$ cat src/rtl/srp_pkg.sv
package srp_pkg;
  localparam int WORD_W      = 32;
  localparam int ENTRY_WORDS = 25;
  localparam int TAG_W       = 4;
  localparam int DUR_W       = 10;
  localparam int CMD_W       = 16;
  localparam int RES_W       = 2;

  typedef enum logic [RES_W-1:0] {
    RES_OK      = 2'd0,
    RES_BLOCKED = 2'd1,
    RES_FAILED  = 2'd2,
    RES_RSRC    = 2'd3
  } result_e;

  function automatic logic [WORD_W-1:0] pack_hdr0(
    input logic [CMD_W-1:0] cmd,
    input logic [DUR_W-1:0] dur,
    input logic [RES_W-1:0] res);
    return {4'b0000, res, dur, cmd};
  endfunction
endpackage

$ cat src/rtl/srp_exec_timer.sv
module srp_exec_timer #(
  parameter int CYC_PER_US = 4,
  parameter int DUR_W      = 10
) (
  input  logic             clk,
  input  logic             rst_n,
  input  logic             start,
  output logic [DUR_W-1:0] dur_us
);
  localparam int PW = $clog2(CYC_PER_US + 1);
  localparam logic [DUR_W-1:0] DUR_MAX = '1;

  logic [PW-1:0] presc;
  logic          running;

  always_ff @(posedge clk) begin
    if (!rst_n) begin
      presc   <= '0;
      dur_us  <= '0;
      running <= 1'b0;
    end else if (start) begin
      presc   <= '0;
      dur_us  <= '0;
      running <= 1'b1;
    end else if (running) begin
      if (presc == PW'(CYC_PER_US - 1)) begin
        presc <= '0;
        if (dur_us != DUR_MAX) dur_us <= dur_us + 1'b1;
      end else begin
        presc <= presc + 1'b1;
      end
    end
  end

  // once saturated, the count holds until a new start
  assert_dur_saturates_R3: assert property (@(posedge clk) disable iff (!rst_n)
    (dur_us == DUR_MAX && !start) |=> dur_us == DUR_MAX);
  // the count never moves by more than one per cycle
  assert_dur_step_R3: assert property (@(posedge clk) disable iff (!rst_n)
    !start |=> (dur_us == $past(dur_us) || dur_us == $past(dur_us) + 1'b1));
endmodule

$ cat src/rtl/srp_ring_ptr.sv
module srp_ring_ptr #(
  parameter int ENTRIES = 4,
  parameter int LOOP_W  = 4
) (
  input  logic                       clk,
  input  logic                       rst_n,
  input  logic                       adv,
  output logic [$clog2(ENTRIES)-1:0] ptr,
  output logic [LOOP_W-1:0]          loop
);
  localparam int PTR_W = $clog2(ENTRIES);
  localparam logic [PTR_W-1:0] LAST = PTR_W'(ENTRIES - 1);

  always_ff @(posedge clk) begin
    if (!rst_n) begin
      ptr  <= '0;
      loop <= '0;
    end else if (adv) begin
      if (ptr == LAST) begin
        ptr  <= '0;
        loop <= loop + LOOP_W'(1);
      end else begin
        ptr <= ptr + 1'b1;
      end
    end
  end

  // R5 (producer tag) / R10 (consumer expected bit): wrap bumps the pass counter
  assert_wrap_bumps_loop_R5: assert property (@(posedge clk) disable iff (!rst_n)
    (adv && ptr == LAST) |=> (ptr == '0 && loop == $past(loop) + LOOP_W'(1)));
  // without an advance the pointer and counter hold
  assert_idle_holds_R6: assert property (@(posedge clk) disable iff (!rst_n)
    !adv |=> ($stable(ptr) && $stable(loop)));
endmodule

$ cat src/rtl/srp_entry_writer.sv
module srp_entry_writer
  import srp_pkg::*;
#(
  parameter int ENTRIES   = 4,
  parameter int ADDR_W    = 16,
  parameter int BASE_ADDR = 256
) (
  input  logic                       clk,
  input  logic                       rst_n,
  input  logic                       cpl_valid,
  output logic                       cpl_ready,
  input  logic [CMD_W-1:0]           cpl_cmd_num,
  input  logic [RES_W-1:0]           cpl_result,
  input  logic [DUR_W-1:0]           dur_us,
  input  logic [WORD_W-1:0]          time_now,
  input  logic [$clog2(ENTRIES)-1:0] head,
  input  logic [TAG_W-1:0]           tag,
  output logic                       mem_valid,
  input  logic                       mem_ready,
  output logic [ADDR_W-1:0]          mem_addr,
  output logic [WORD_W-1:0]          mem_wdata,
  output logic                       entry_done,
  output logic                       irq
);
  localparam int IDX_W = $clog2(ENTRY_WORDS);
  localparam logic [IDX_W-1:0] LAST_IDX = IDX_W'(ENTRY_WORDS - 1);
  localparam logic [ADDR_W-1:0] RING_END = ADDR_W'(BASE_ADDR + ENTRIES * ENTRY_WORDS);

  logic              busy;
  logic [IDX_W-1:0]  idx;
  logic [WORD_W-1:0] hdr0_q, ts_q;
  logic              accept, fire;

  assign cpl_ready  = !busy;
  assign accept     = cpl_valid && !busy;
  assign mem_valid  = busy;
  assign fire       = busy && mem_ready;
  assign entry_done = fire && (idx == LAST_IDX);

  always_ff @(posedge clk) begin
    if (!rst_n) begin
      busy   <= 1'b0;
      idx    <= '0;
      hdr0_q <= '0;
      ts_q   <= '0;
      irq    <= 1'b0;
    end else begin
      irq <= entry_done;
      if (accept) begin
        busy   <= 1'b1;
        idx    <= '0;
        hdr0_q <= pack_hdr0(cpl_cmd_num, dur_us, cpl_result);
      end else if (fire) begin
        if (idx == '0) ts_q <= time_now;
        if (idx == LAST_IDX) busy <= 1'b0;
        else                 idx  <= idx + 1'b1;
      end
    end
  end

  assign mem_addr = ADDR_W'(BASE_ADDR) + ADDR_W'(head) * ADDR_W'(ENTRY_WORDS) + ADDR_W'(idx);

  always_comb begin
    unique case (idx)
      IDX_W'(0): mem_wdata = hdr0_q;
      IDX_W'(1): mem_wdata = ts_q;
      LAST_IDX:  mem_wdata = {tag, {(WORD_W - TAG_W){1'b0}}};
      default:   mem_wdata = '0;
    endcase
  end

  // a stalled word keeps its address and data
  assert_hold_on_stall_R8: assert property (@(posedge clk) disable iff (!rst_n)
    (mem_valid && !mem_ready) |=> ($stable(mem_addr) && $stable(mem_wdata)));
  // an accepted completion starts a write and closes the handshake
  assert_accept_starts_write_R8: assert property (@(posedge clk) disable iff (!rst_n)
    (cpl_valid && cpl_ready) |=> (mem_valid && !cpl_ready));
  // the interrupt is a single-cycle pulse
  assert_irq_pulse_R7: assert property (@(posedge clk) disable iff (!rst_n)
    irq |=> !irq);
  // every write lands inside the ring
  assert_addr_in_ring_R1: assert property (@(posedge clk) disable iff (!rst_n)
    mem_valid |-> (mem_addr >= ADDR_W'(BASE_ADDR) && mem_addr < RING_END));
endmodule

$ cat src/rtl/srp_tag_checker.sv
module srp_tag_checker
  import srp_pkg::*;
#(
  parameter int ENTRIES   = 4,
  parameter int ADDR_W    = 16,
  parameter int BASE_ADDR = 256
) (
  input  logic                       clk,
  input  logic                       rst_n,
  input  logic                       pop,
  input  logic                       tag_lsb,
  output logic [ADDR_W-1:0]          tag_addr,
  output logic [$clog2(ENTRIES)-1:0] rd_ptr,
  output logic                       fresh
);
  logic exp_bit;

  srp_ring_ptr #(.ENTRIES(ENTRIES), .LOOP_W(1)) u_rd (
    .clk(clk), .rst_n(rst_n), .adv(pop && fresh), .ptr(rd_ptr), .loop(exp_bit)
  );

  assign fresh    = (tag_lsb == exp_bit);
  assign tag_addr = ADDR_W'(BASE_ADDR) + ADDR_W'(rd_ptr) * ADDR_W'(ENTRY_WORDS)
                  + ADDR_W'(ENTRY_WORDS - 1);

  // popping a stale record does not move the read pointer
  assert_stale_pop_ignored_R10: assert property (@(posedge clk) disable iff (!rst_n)
    (pop && !fresh) |=> $stable(rd_ptr));
endmodule

$ cat src/rtl/status_ring_producer.sv
module status_ring_producer
  import srp_pkg::*;
#(
  parameter int RING_ENTRIES = 4,
  parameter int CYC_PER_US   = 4,
  parameter int ADDR_W       = 16,
  parameter int BASE_ADDR    = 256,
  localparam int HEAD_W      = $clog2(RING_ENTRIES)
) (
  input  logic              clk,
  input  logic              rst_n,
  input  logic              exec_start,
  input  logic              cpl_valid,
  output logic              cpl_ready,
  input  logic [15:0]       cpl_cmd_num,
  input  logic [1:0]        cpl_result,
  input  logic [31:0]       time_now,
  output logic              mem_valid,
  input  logic              mem_ready,
  output logic [ADDR_W-1:0] mem_addr,
  output logic [31:0]       mem_wdata,
  output logic [HEAD_W-1:0] head_ptr,
  output logic              irq,
  input  logic              cons_pop,
  input  logic              cons_tag_lsb,
  output logic [ADDR_W-1:0] cons_tag_addr,
  output logic [HEAD_W-1:0] cons_rd_ptr,
  output logic              cons_fresh
);
  logic [DUR_W-1:0] dur_us;
  logic [TAG_W-1:0] tag;
  logic             entry_done;

  srp_exec_timer #(.CYC_PER_US(CYC_PER_US), .DUR_W(DUR_W)) u_timer (
    .clk(clk), .rst_n(rst_n), .start(exec_start), .dur_us(dur_us)
  );

  srp_ring_ptr #(.ENTRIES(RING_ENTRIES), .LOOP_W(TAG_W)) u_head (
    .clk(clk), .rst_n(rst_n), .adv(entry_done), .ptr(head_ptr), .loop(tag)
  );

  srp_entry_writer #(.ENTRIES(RING_ENTRIES), .ADDR_W(ADDR_W), .BASE_ADDR(BASE_ADDR)) u_writer (
    .clk(clk), .rst_n(rst_n),
    .cpl_valid(cpl_valid), .cpl_ready(cpl_ready),
    .cpl_cmd_num(cpl_cmd_num), .cpl_result(cpl_result),
    .dur_us(dur_us), .time_now(time_now), .head(head_ptr), .tag(tag),
    .mem_valid(mem_valid), .mem_ready(mem_ready),
    .mem_addr(mem_addr), .mem_wdata(mem_wdata),
    .entry_done(entry_done), .irq(irq)
  );

  srp_tag_checker #(.ENTRIES(RING_ENTRIES), .ADDR_W(ADDR_W), .BASE_ADDR(BASE_ADDR)) u_check (
    .clk(clk), .rst_n(rst_n), .pop(cons_pop), .tag_lsb(cons_tag_lsb),
    .tag_addr(cons_tag_addr), .rd_ptr(cons_rd_ptr), .fresh(cons_fresh)
  );

  // the head moves exactly when a record finishes, seen one cycle later as irq
  assert_head_moves_with_irq_R6: assert property (@(posedge clk) disable iff (!rst_n)
    irq |-> (head_ptr != $past(head_ptr)));
endmodule

$ cat config.mk
export PLATFORM = sky130hd
export DESIGN_NAME = status_ring_producer
export DESIGN_NICKNAME = d
export VERILOG_FILES = /design/src/rtl/srp_pkg.sv /design/src/rtl/srp_exec_timer.sv /design/src/rtl/srp_ring_ptr.sv /design/src/rtl/srp_entry_writer.sv /design/src/rtl/srp_tag_checker.sv /design/src/rtl/status_ring_producer.sv
export SDC_FILE = /design/constraint.sdc
export NUM_CORES = 1
export LEC_CHECK = 0
export BUFFER_PORTS_ARGS = -buffer_cell sky130_fd_sc_hd__buf_4
export CAP_MARGIN = 40
export CORE_MARGIN = 1.5
export CORE_UTILIZATION = 46
export CTS_CLUSTER_SIZE = 12
export DETAILED_ROUTE_END_ITERATION = 8
export GPL_ROUTABILITY_DRIVEN = 0
export GPL_TIMING_DRIVEN = 0
export HOLD_SLACK_MARGIN = 0.08
export PLACE_DENSITY = 0.87
export SYNTH_ARGS = -nofsm -noshare
export SYNTH_HDL_FRONTEND = slang
export SYNTH_SLANG_ARGS = --single-unit
$ cat constraint.sdc
create_clock -name clk -period 1.8 [get_ports clk]
set_input_delay 0.18 -clock clk [delete_from_list [all_inputs] [get_ports clk]]
set_output_delay 0.18 -clock clk [all_outputs]
set_load 0.005 [all_outputs]
* Word level (Yosys, flattened, before mapping)
Cells that the tools add are included.
** Word-level totals
- Logic and storage cells :: 58
- Input bits :: 57
- Register bits after elaboration :: 90
- Output and inout bits :: 72
** Cells by class
- Equality and inequality tests :: 7
- Multipliers :: 2
- Reduce and logical (&&, ||, !) cells :: 16
- Muxes and demuxes :: 7
- $add $sub $neg :: 11
- Bitwise operators :: 3
** Operators with widths (number)
- 32-bit case mux with 3 select lines :: 1
- 9-bit by 7-bit adder with 10-bit output, first input constant :: 2
- 16-bit by 5-bit adder with 16-bit output :: 1
- 16-bit by 5-bit adder with 16-bit output, second input constant :: 1
- 2-bit by 5-bit multiplier with 7-bit output, second input constant :: 2
- 10-bit by 1-bit adder with 10-bit output, second input constant :: 1
- 10-bit inequality test, second input constant :: 1
- 2-bit AND reduction :: 4
- 3-bit AND reduction :: 2
- 5-bit by 1-bit adder with 5-bit output, second input constant :: 1
- 5-bit by 1-bit == test with 1-bit output, second input constant :: 1
- 5-bit == test, second input constant :: 1
- 5-bit logical NOT :: 1
- 2-bit by 1-bit adder with 2-bit output, second input constant :: 2
- 4-bit by 1-bit adder with 4-bit output, second input constant :: 1
- 2-bit == test, second input constant :: 2
- 1-bit logical AND :: 4
- 2-bit two-way mux :: 2
- 2-bit nonzero test :: 2
- 2-bit OR reduction :: 2
- 3-bit by 1-bit adder with 3-bit output, second input constant :: 1
- 3-bit by 2-bit == test with 1-bit output, second input constant :: 1
- 1-bit two-way mux :: 3
- 3-bit two-way mux :: 1
- 4 further kinds :: 6

* Logic depth before layout (Yosys ltp)
- Depth after elaboration :: 4
- Gate-level depth with buffers :: 8
- Depth with buffers taken out :: 7

* By module
From an unflattened synthesis, not the netlist that was laid out.
** Unflattened totals
- Cell total of the unflattened synthesis :: 512
- Area total of the unflattened synthesis :: 4538.1 um2
** Modules (own cells, without submodules)
- srp_entry_writer :: area an instance 3293.2 um2, seq. area each 1341.3 um2, cells each 379, times used 1
- srp_exec_timer :: area an instance 653.1 um2, seq. area each 280.3 um2, cells each 70, times used 1
- srp_ring_ptr at u_head :: area an instance 266.5 um2, seq. area each 120.1 um2, cells each 26, times used 1
- srp_tag_checker :: area an instance 186.4 um2, seq. area each 0.0 um2, cells each 24, times used 1
- srp_ring_ptr at u_check.u_rd :: area an instance 138.9 um2, seq. area each 60.1 um2, cells each 13, times used 1

* Worst setup path after synthesis
OpenSTA, ideal clock, no wires.
- Path type :: flip-flop to output port
- Start point :: reg u_head.ptr[0]
- End point :: out mem_addr[6]
- Data arrival time :: 1616 ps
- Buffers on the path :: 0
- Cell stages (with the launch flop) :: 8
- Required time :: 1620 ps
- Path slack :: 4 ps
- Path through :: dfxtp_1 ha_1 inv_1 fa_1 and3b_1 o21a_1 o21ai_0 xnor2_1
** Between the ends
- Cells in the longest elaborated chain, start to end :: 3
** RTL lines
- start, declared :: RTL line srp_ring_ptr.sv:8 : output logic [$clog2(ENTRIES)-1:0] ptr,
- start signal, assigned :: RTL line srp_ring_ptr.sv:23 : ptr <= ptr + 1'b1;
- 2-bit by 5-bit multiplier with 7-bit output :: RTL line srp_entry_writer.sv:61 : assign mem_addr = ADDR_W'(BASE_ADDR) + ADDR_W'(head) * ADDR_W'(ENTRY_WORDS) + ADDR_W'(idx);
- 9-bit by 7-bit adder with 10-bit output :: RTL line srp_entry_writer.sv:61
- 16-bit by 5-bit adder with 16-bit output :: RTL line srp_entry_writer.sv:61
- end, declared :: RTL line status_ring_producer.sv:20 : output logic [ADDR_W-1:0] mem_addr,
No other way between the ends.

* Worst setup path after layout
- Start point :: reg u_head.ptr[1]
- End point :: out mem_addr[6]
The elaborated chain is that of the path after synthesis.

==> flow_summary.html <==
<table>
<tr><th>Metric</th><th>Value</th></tr>
<tr><th colspan="2">Route</th></tr>
<tr><td>Via density per instance</td><td>6.06</td></tr>
<tr><td>Total detailed-routing wirelength</td><td>17900 um</td></tr>
<tr><td>DRC marker count from the first detailed-route iteration</td><td>719</td></tr>
<tr><td>Per-cell routed wire length</td><td>21.3 um</td></tr>
<tr><td>Number of search-and-repair iterations in the first detailed-routing pass</td><td>8</td></tr>
<tr><td>Remaining antenna violation count after routing</td><td>0</td></tr>
<tr><td># DRC</td><td>1</td></tr>
<tr><td>Detailed-route via count</td><td>5094</td></tr>
<tr><th colspan="2">Worst setup path</th></tr>
<tr><td>Worst Reg2Reg Path Length in Cells</td><td>10</td></tr>
<tr><td>Maximum fanout along the worst path</td><td>7</td></tr>
<tr><td>Data required, critical path</td><td>1620 ps</td></tr>
<tr><td>Type of the worst setup path</td><td>reg -&gt; out</td></tr>
<tr><td>FF-to-FF setup slack</td><td>-240 ps</td></tr>
<tr><td>Series of cell instances along the critical path</td><td>inv_1 &gt; fa_2 &gt; and3b_1 &gt; o21a_1 &gt; o21ai_2 &gt; xnor2_1 &gt; buf_4</td></tr>
<tr><td>Setup crit start kind</td><td>flip-flop</td></tr>
<tr><td>R2R Path End</td><td>u_writer.ts_q[13]</td></tr>
<tr><td>Crit. Startpoint</td><td>u_head.ptr[1]</td></tr>
<tr><td>Crit path arrival time</td><td>2090 ps</td></tr>
<tr><td>Biggest cell delay along the critical path</td><td>420 ps</td></tr>
<tr><td>Cell at the slowest stage of the critical path</td><td>sky130_fd_sc_hd__dfxtp_4</td></tr>
<tr><td>Launch point of the worst reg-to-reg path</td><td>u_writer.idx[0]</td></tr>
<tr><td>Critical Path Sink Type</td><td>output pin</td></tr>
<tr><th colspan="2">Timing</th></tr>
<tr><td>Portion of the clock cycle consumed by the worst path in the final layout</td><td>126%</td></tr>
<tr><td>Summed negative setup slack over all endpoints</td><td>-16300 ps</td></tr>
<tr><td>Fin crit period</td><td>2270 ps</td></tr>
<tr><td>Unrepaired setup endpoints after global routing</td><td>true</td></tr>
<tr><td>Final setup vio count</td><td>74</td></tr>
<tr><td>Setup skew after layout</td><td>9.25 ps</td></tr>
<tr><td>Pins Over Slew Limit</td><td>0</td></tr>
<tr><td>Post-layout worst setup margin</td><td>-469 ps</td></tr>
<tr><td>Hold Vio Cnt, Final</td><td>0</td></tr>
<tr><td>Slew @ Worst Pin</td><td>901 ps</td></tr>
<tr><td>Remaining max-slew budget at the tightest pin</td><td>39.9%</td></tr>
<tr><td>Max frequency</td><td>0.441 GHz</td></tr>
<tr><th colspan="2">Logic synthesis</th></tr>
<tr><td>Synth top area cells</td><td>sky130_fd_sc_hd__dfxtp_1 (42%), sky130_fd_sc_hd__nand2_1 (12%), sky130_fd_sc_hd__a21oi_1 (8.6%)</td></tr>
<tr><td>Multiplexer fraction of the synthesized cell area</td><td>0.471%</td></tr>
<tr><td>Area share of the largest cell type after synthesis</td><td>42.4%</td></tr>
<tr><td>Post-synthesis adder-cell area fraction</td><td>6.07%</td></tr>
<tr><td>Top_reg_cell synth</td><td>sky130_fd_sc_hd__dfxtp_1</td></tr>
<tr><td>Average size of a mapped cell</td><td>8.15 sq um</td></tr>
<tr><td>Synth cell count leaders</td><td>sky130_fd_sc_hd__nand2_1 (140), sky130_fd_sc_hd__dfxtp_1 (90), sky130_fd_sc_hd__a21oi_1 (73), sky130_fd_sc_hd__a22o_1 (32), sky130_fd_sc_hd__buf_4 (22)</td></tr>
<tr><td>Share of the yosys chip area belonging to registers</td><td>42.4%</td></tr>
<tr><td>Synth Area in XOR/XNOR</td><td>3.09%</td></tr>
<tr><td>Number of unique standard cell types used by synthesis</td><td>42</td></tr>
<tr><td>Cell with the most instances after synthesis</td><td>sky130_fd_sc_hd__nand2_1</td></tr>
<tr><td>Fraction of the mapped netlist area in simple logic gates</td><td>20.7%</td></tr>
<tr><td>Post-synthesis instance area</td><td>0.00425 sq mm</td></tr>
<tr><td>EDFF count, synth</td><td>0</td></tr>
<tr><td>Post-synthesis sequential element count</td><td>90</td></tr>
<tr><td>Combinational family with the most area after synthesis</td><td>simple AND/OR/NAND/NOR gates</td></tr>
<tr><td>Post-synth top area cell</td><td>sky130_fd_sc_hd__dfxtp_1</td></tr>
<tr><td>Fraction of registers with async set or reset after synthesis</td><td>0%</td></tr>
<tr><td>Number of cells produced by synthesis</td><td>521</td></tr>
<tr><td>Warnings from Yosys</td><td>0</td></tr>
<tr><td>Area fraction in compound gates after synthesis</td><td>19.0%</td></tr>
<tr><th colspan="2">Finish</th></tr>
<tr><td>Fraction of layout instances using a drive strength above 1</td><td>35.5%</td></tr>
<tr><td>Final Util</td><td>75.2%</td></tr>
<tr><td>Filler Cells Inserted</td><td>454</td></tr>
<tr><td>Count of inserted antenna diode cells</td><td>0</td></tr>
<tr><td>Area of the multi-input gates</td><td>0.00243 sq mm</td></tr>
<tr><td>Filler-free cell count of the finished design</td><td>841</td></tr>
<tr><td>Number of nets in the final layout</td><td>806</td></tr>
<tr><td>Flip-flop and latch area</td><td>0.00182 sq mm</td></tr>
<tr><td>Signed area change from the synthesized netlist to the final layout</td><td>56.7%</td></tr>
<tr><th colspan="2">Pwr</th></tr>
<tr><td>Register share of total power</td><td>47.2%</td></tr>
<tr><td>Comb power frac</td><td>17.6%</td></tr>
<tr><td>Leakage component of the power</td><td>2.86 nW</td></tr>
<tr><td>Proportion of power drawn by the clock network</td><td>35.2%</td></tr>
<tr><td>Power density of the placed cells</td><td>667 mW/mm^2</td></tr>
<tr><td>Switching fraction of total power</td><td>27.3%</td></tr>
<tr><td>Largest vdd supply drop</td><td>338 uV</td></tr>
<tr><td>Power spent charging and discharging nets</td><td>1.21 mW</td></tr>
<tr><td>Internal power consumption</td><td>3.23 mW</td></tr>
<tr><th colspan="2">Die</th></tr>
<tr><td>Width of the chip</td><td>99.1 um</td></tr>
<tr><td>Area inside the core boundary</td><td>0.00885 sq mm</td></tr>
<tr><td>Overall die height</td><td>99.1 um</td></tr>
<tr><td>Count of boundary I/O pins</td><td>129</td></tr>
<tr><td>Die area</td><td>0.00982 sq mm</td></tr>
<tr><td>Initial core utilization</td><td>48.0%</td></tr>
<tr><td>Total number of placement rows</td><td>34</td></tr>
<tr><th colspan="2">Place</th></tr>
<tr><td>Dpl cells</td><td>755</td></tr>
<tr><td>Dpl ws</td><td>-262 ps</td></tr>
<tr><td>Total half-perimeter wirelength after legalization and detailed placement</td><td>8520 um</td></tr>
<tr><td>Port Buffers</td><td>111</td></tr>
<tr><th colspan="2">Worst hold path</th></tr>
<tr><td>Worst hold path type</td><td>in -&gt; reg</td></tr>
<tr><td>Hold Path Stages</td><td>3</td></tr>
<tr><td>Startpoint of the most critical hold path</td><td>time_now[29]</td></tr>
<tr><td>Terminating pin of the worst hold path</td><td>u_writer.ts_q[29]</td></tr>
<tr><th colspan="2">Clock tree</th></tr>
<tr><td>CTS Buffer Depth</td><td>2</td></tr>
<tr><td>CTS tree</td><td>done</td></tr>
<tr><td>Buffer cell driving the clock tree root</td><td>sky130_fd_sc_hd__clkbuf_8</td></tr>
<tr><td>Sink count of the clock tree</td><td>90</td></tr>
<tr><td>Clock transition time at the flip-flop clock pins of the worst setup and hold paths</td><td>100 ps</td></tr>
<tr><td>Inserted Clock Buffers</td><td>9</td></tr>
<tr><td>Number of H-tree levels</td><td>3</td></tr>
<tr><td>Clk_lat worst skew</td><td>370 ps</td></tr>
<tr><th colspan="2">Global route</th></tr>
<tr><td>Total congestion overflow after global routing</td><td>0</td></tr>
<tr><td>Global-route total usage across every layer</td><td>27.2%</td></tr>
<tr><td>Antenna violations before repair</td><td>0</td></tr>
<tr><td>Number of global-route vias before repair</td><td>4426</td></tr>
<tr><td>Maximum number of pins on one net before global-route repair</td><td>16</td></tr>
<tr><td>Wire length of the first global-routing pass</td><td>21000 um</td></tr>
<tr><th colspan="2">Status</th></tr>
<tr><td>Violated checks</td><td>design-rule violations, negative setup slack</td></tr>
<tr><td>Run status</td><td>finished, violations left</td></tr>
<tr><th colspan="2">Job</th></tr>
<tr><td>Max-cap violations</td><td>0</td></tr>
</table>
==> flip-flops by register name (all words and copies together) (netlist names), 2 cells and up <==
signal,count
u_head.ptr,2
u_head.loop,4
u_check.u_rd.ptr,2
u_writer.hdr0_q,28
u_writer.ts_q,32
u_timer.presc,3
u_timer.dur_us,10
u_writer.idx,5
==> cell type report <==
class | count | share of cell area [%]
clock inverters | 6 | 1.37
plain buffers | 50 | 5.98
inverters | 13 | 0.733
clock buffers | 9 | 1.86
well taps | 108 | 2.03
repair buffers | 182 | 24.1
flip-flops and latches | 90 | 27.4
multi-input cells | 383 | 36.5
==> kinds of logic after synthesis <==
kind of cell    count (synthesis)
compound gates                128
xor+xnor                       15
fa+ha+maj                      20
buf+inv                        63
flops                          90
mux                             2
other cells                     2
simple gates                  201
==> cells in the final DEF, fill, tap and decap left out, types with 6 or more instances in the layout <==
| master | netlist | routed |
|---|---|---|
| sky130_fd_sc_hd__a21oi_1 | 73 | 49 |
| sky130_fd_sc_hd__a21oi_2 | 0 | 24 |
| sky130_fd_sc_hd__a22o_1 | 32 | 32 |
| sky130_fd_sc_hd__buf_4 | 22 | 142 |
| sky130_fd_sc_hd__buf_6 | 1 | 13 |
| sky130_fd_sc_hd__clkbuf_1 | 13 | 10 |
| sky130_fd_sc_hd__clkbuf_8 | 0 | 9 |
| sky130_fd_sc_hd__conb_1 | 2 | 17 |
| sky130_fd_sc_hd__dfxtp_1 | 90 | 83 |
| sky130_fd_sc_hd__dlygate4sd3_1 | 0 | 48 |
| sky130_fd_sc_hd__ha_1 | 19 | 13 |
| sky130_fd_sc_hd__ha_4 | 0 | 6 |
| sky130_fd_sc_hd__inv_1 | 12 | 7 |
| sky130_fd_sc_hd__inv_2 | 1 | 6 |
| sky130_fd_sc_hd__nand2_1 | 140 | 124 |
| sky130_fd_sc_hd__nand2_2 | 0 | 14 |
| sky130_fd_sc_hd__nand3_1 | 8 | 8 |
| sky130_fd_sc_hd__nor2_1 | 20 | 19 |
| sky130_fd_sc_hd__xnor2_1 | 10 | 8 |
==> metrics by stage <==
stage               area (sq um)  power (mW)  hold WS, ps
CTS                         6140        4.22         80.5
detailed placement          5270        2.64          405
global route                6660        4.52         69.2
finish                      6660        4.44         66.3
global placement            5270        2.62          400
floorplan                   4300        2.39          295
==> power groups by stage <==
stage | registers (mW) | clock network [mW] | logic (mW)
final | 2.10 | 1.56 | 0.782
after detailed placement | 2.14 | 0 | 0.503
after floorplan | 2.13 | 0 | 0.263
after global placement | 2.13 | 0 | 0.489
after global routing | 2.10 | 1.60 | 0.820
after CTS | 2.09 | 1.52 | 0.609
==> worst max-delay path, delay by kind of cell, from the launching register on <==
kind | cells | cell delay (ps)
flops | 1 | 420
fa+ha+maj | 1 | 410
compound gates | 2 | 240
simple gates | 1 | 260
xor+xnor | 1 | 140
buf+inv | 2 | 240
==> what timing repair did <==
action                                  4_1_cts  5_1_grt
buffers inserted                              8       11
gates cloned                                  0        5
endpoints found under the setup margin       57       73
hold endpoints to repair                     46        1
resized for setup                            36       92
hold buffers                                 47        1
pin swaps                                     3       26
==> metal layers <==
metal	vias to the layer above	track usage, %	part of all wire (%)
met3	171	4.29	10
li1	2154	-	-
met5	-	0	0
met4	0	18.2	8.2
met1	2315	30.5	34
met2	454	47.7	48
==> how the worst max path moves through the flow <==
stage | endpoint | slack, ps | cells past startpoint
final | mem_addr[6] | -470 | 7
after global routing | mem_addr[6] | -530 | 7
after CTS | mem_addr[6] | -350 | 8
after detailed placement | mem_addr[5] | -260 | 8
after global placement | mem_addr[6] | -180 | 8
after floorplan | mem_addr[6] | 4 | 7
Note: power is estimated with default switching activity, not from simulation.
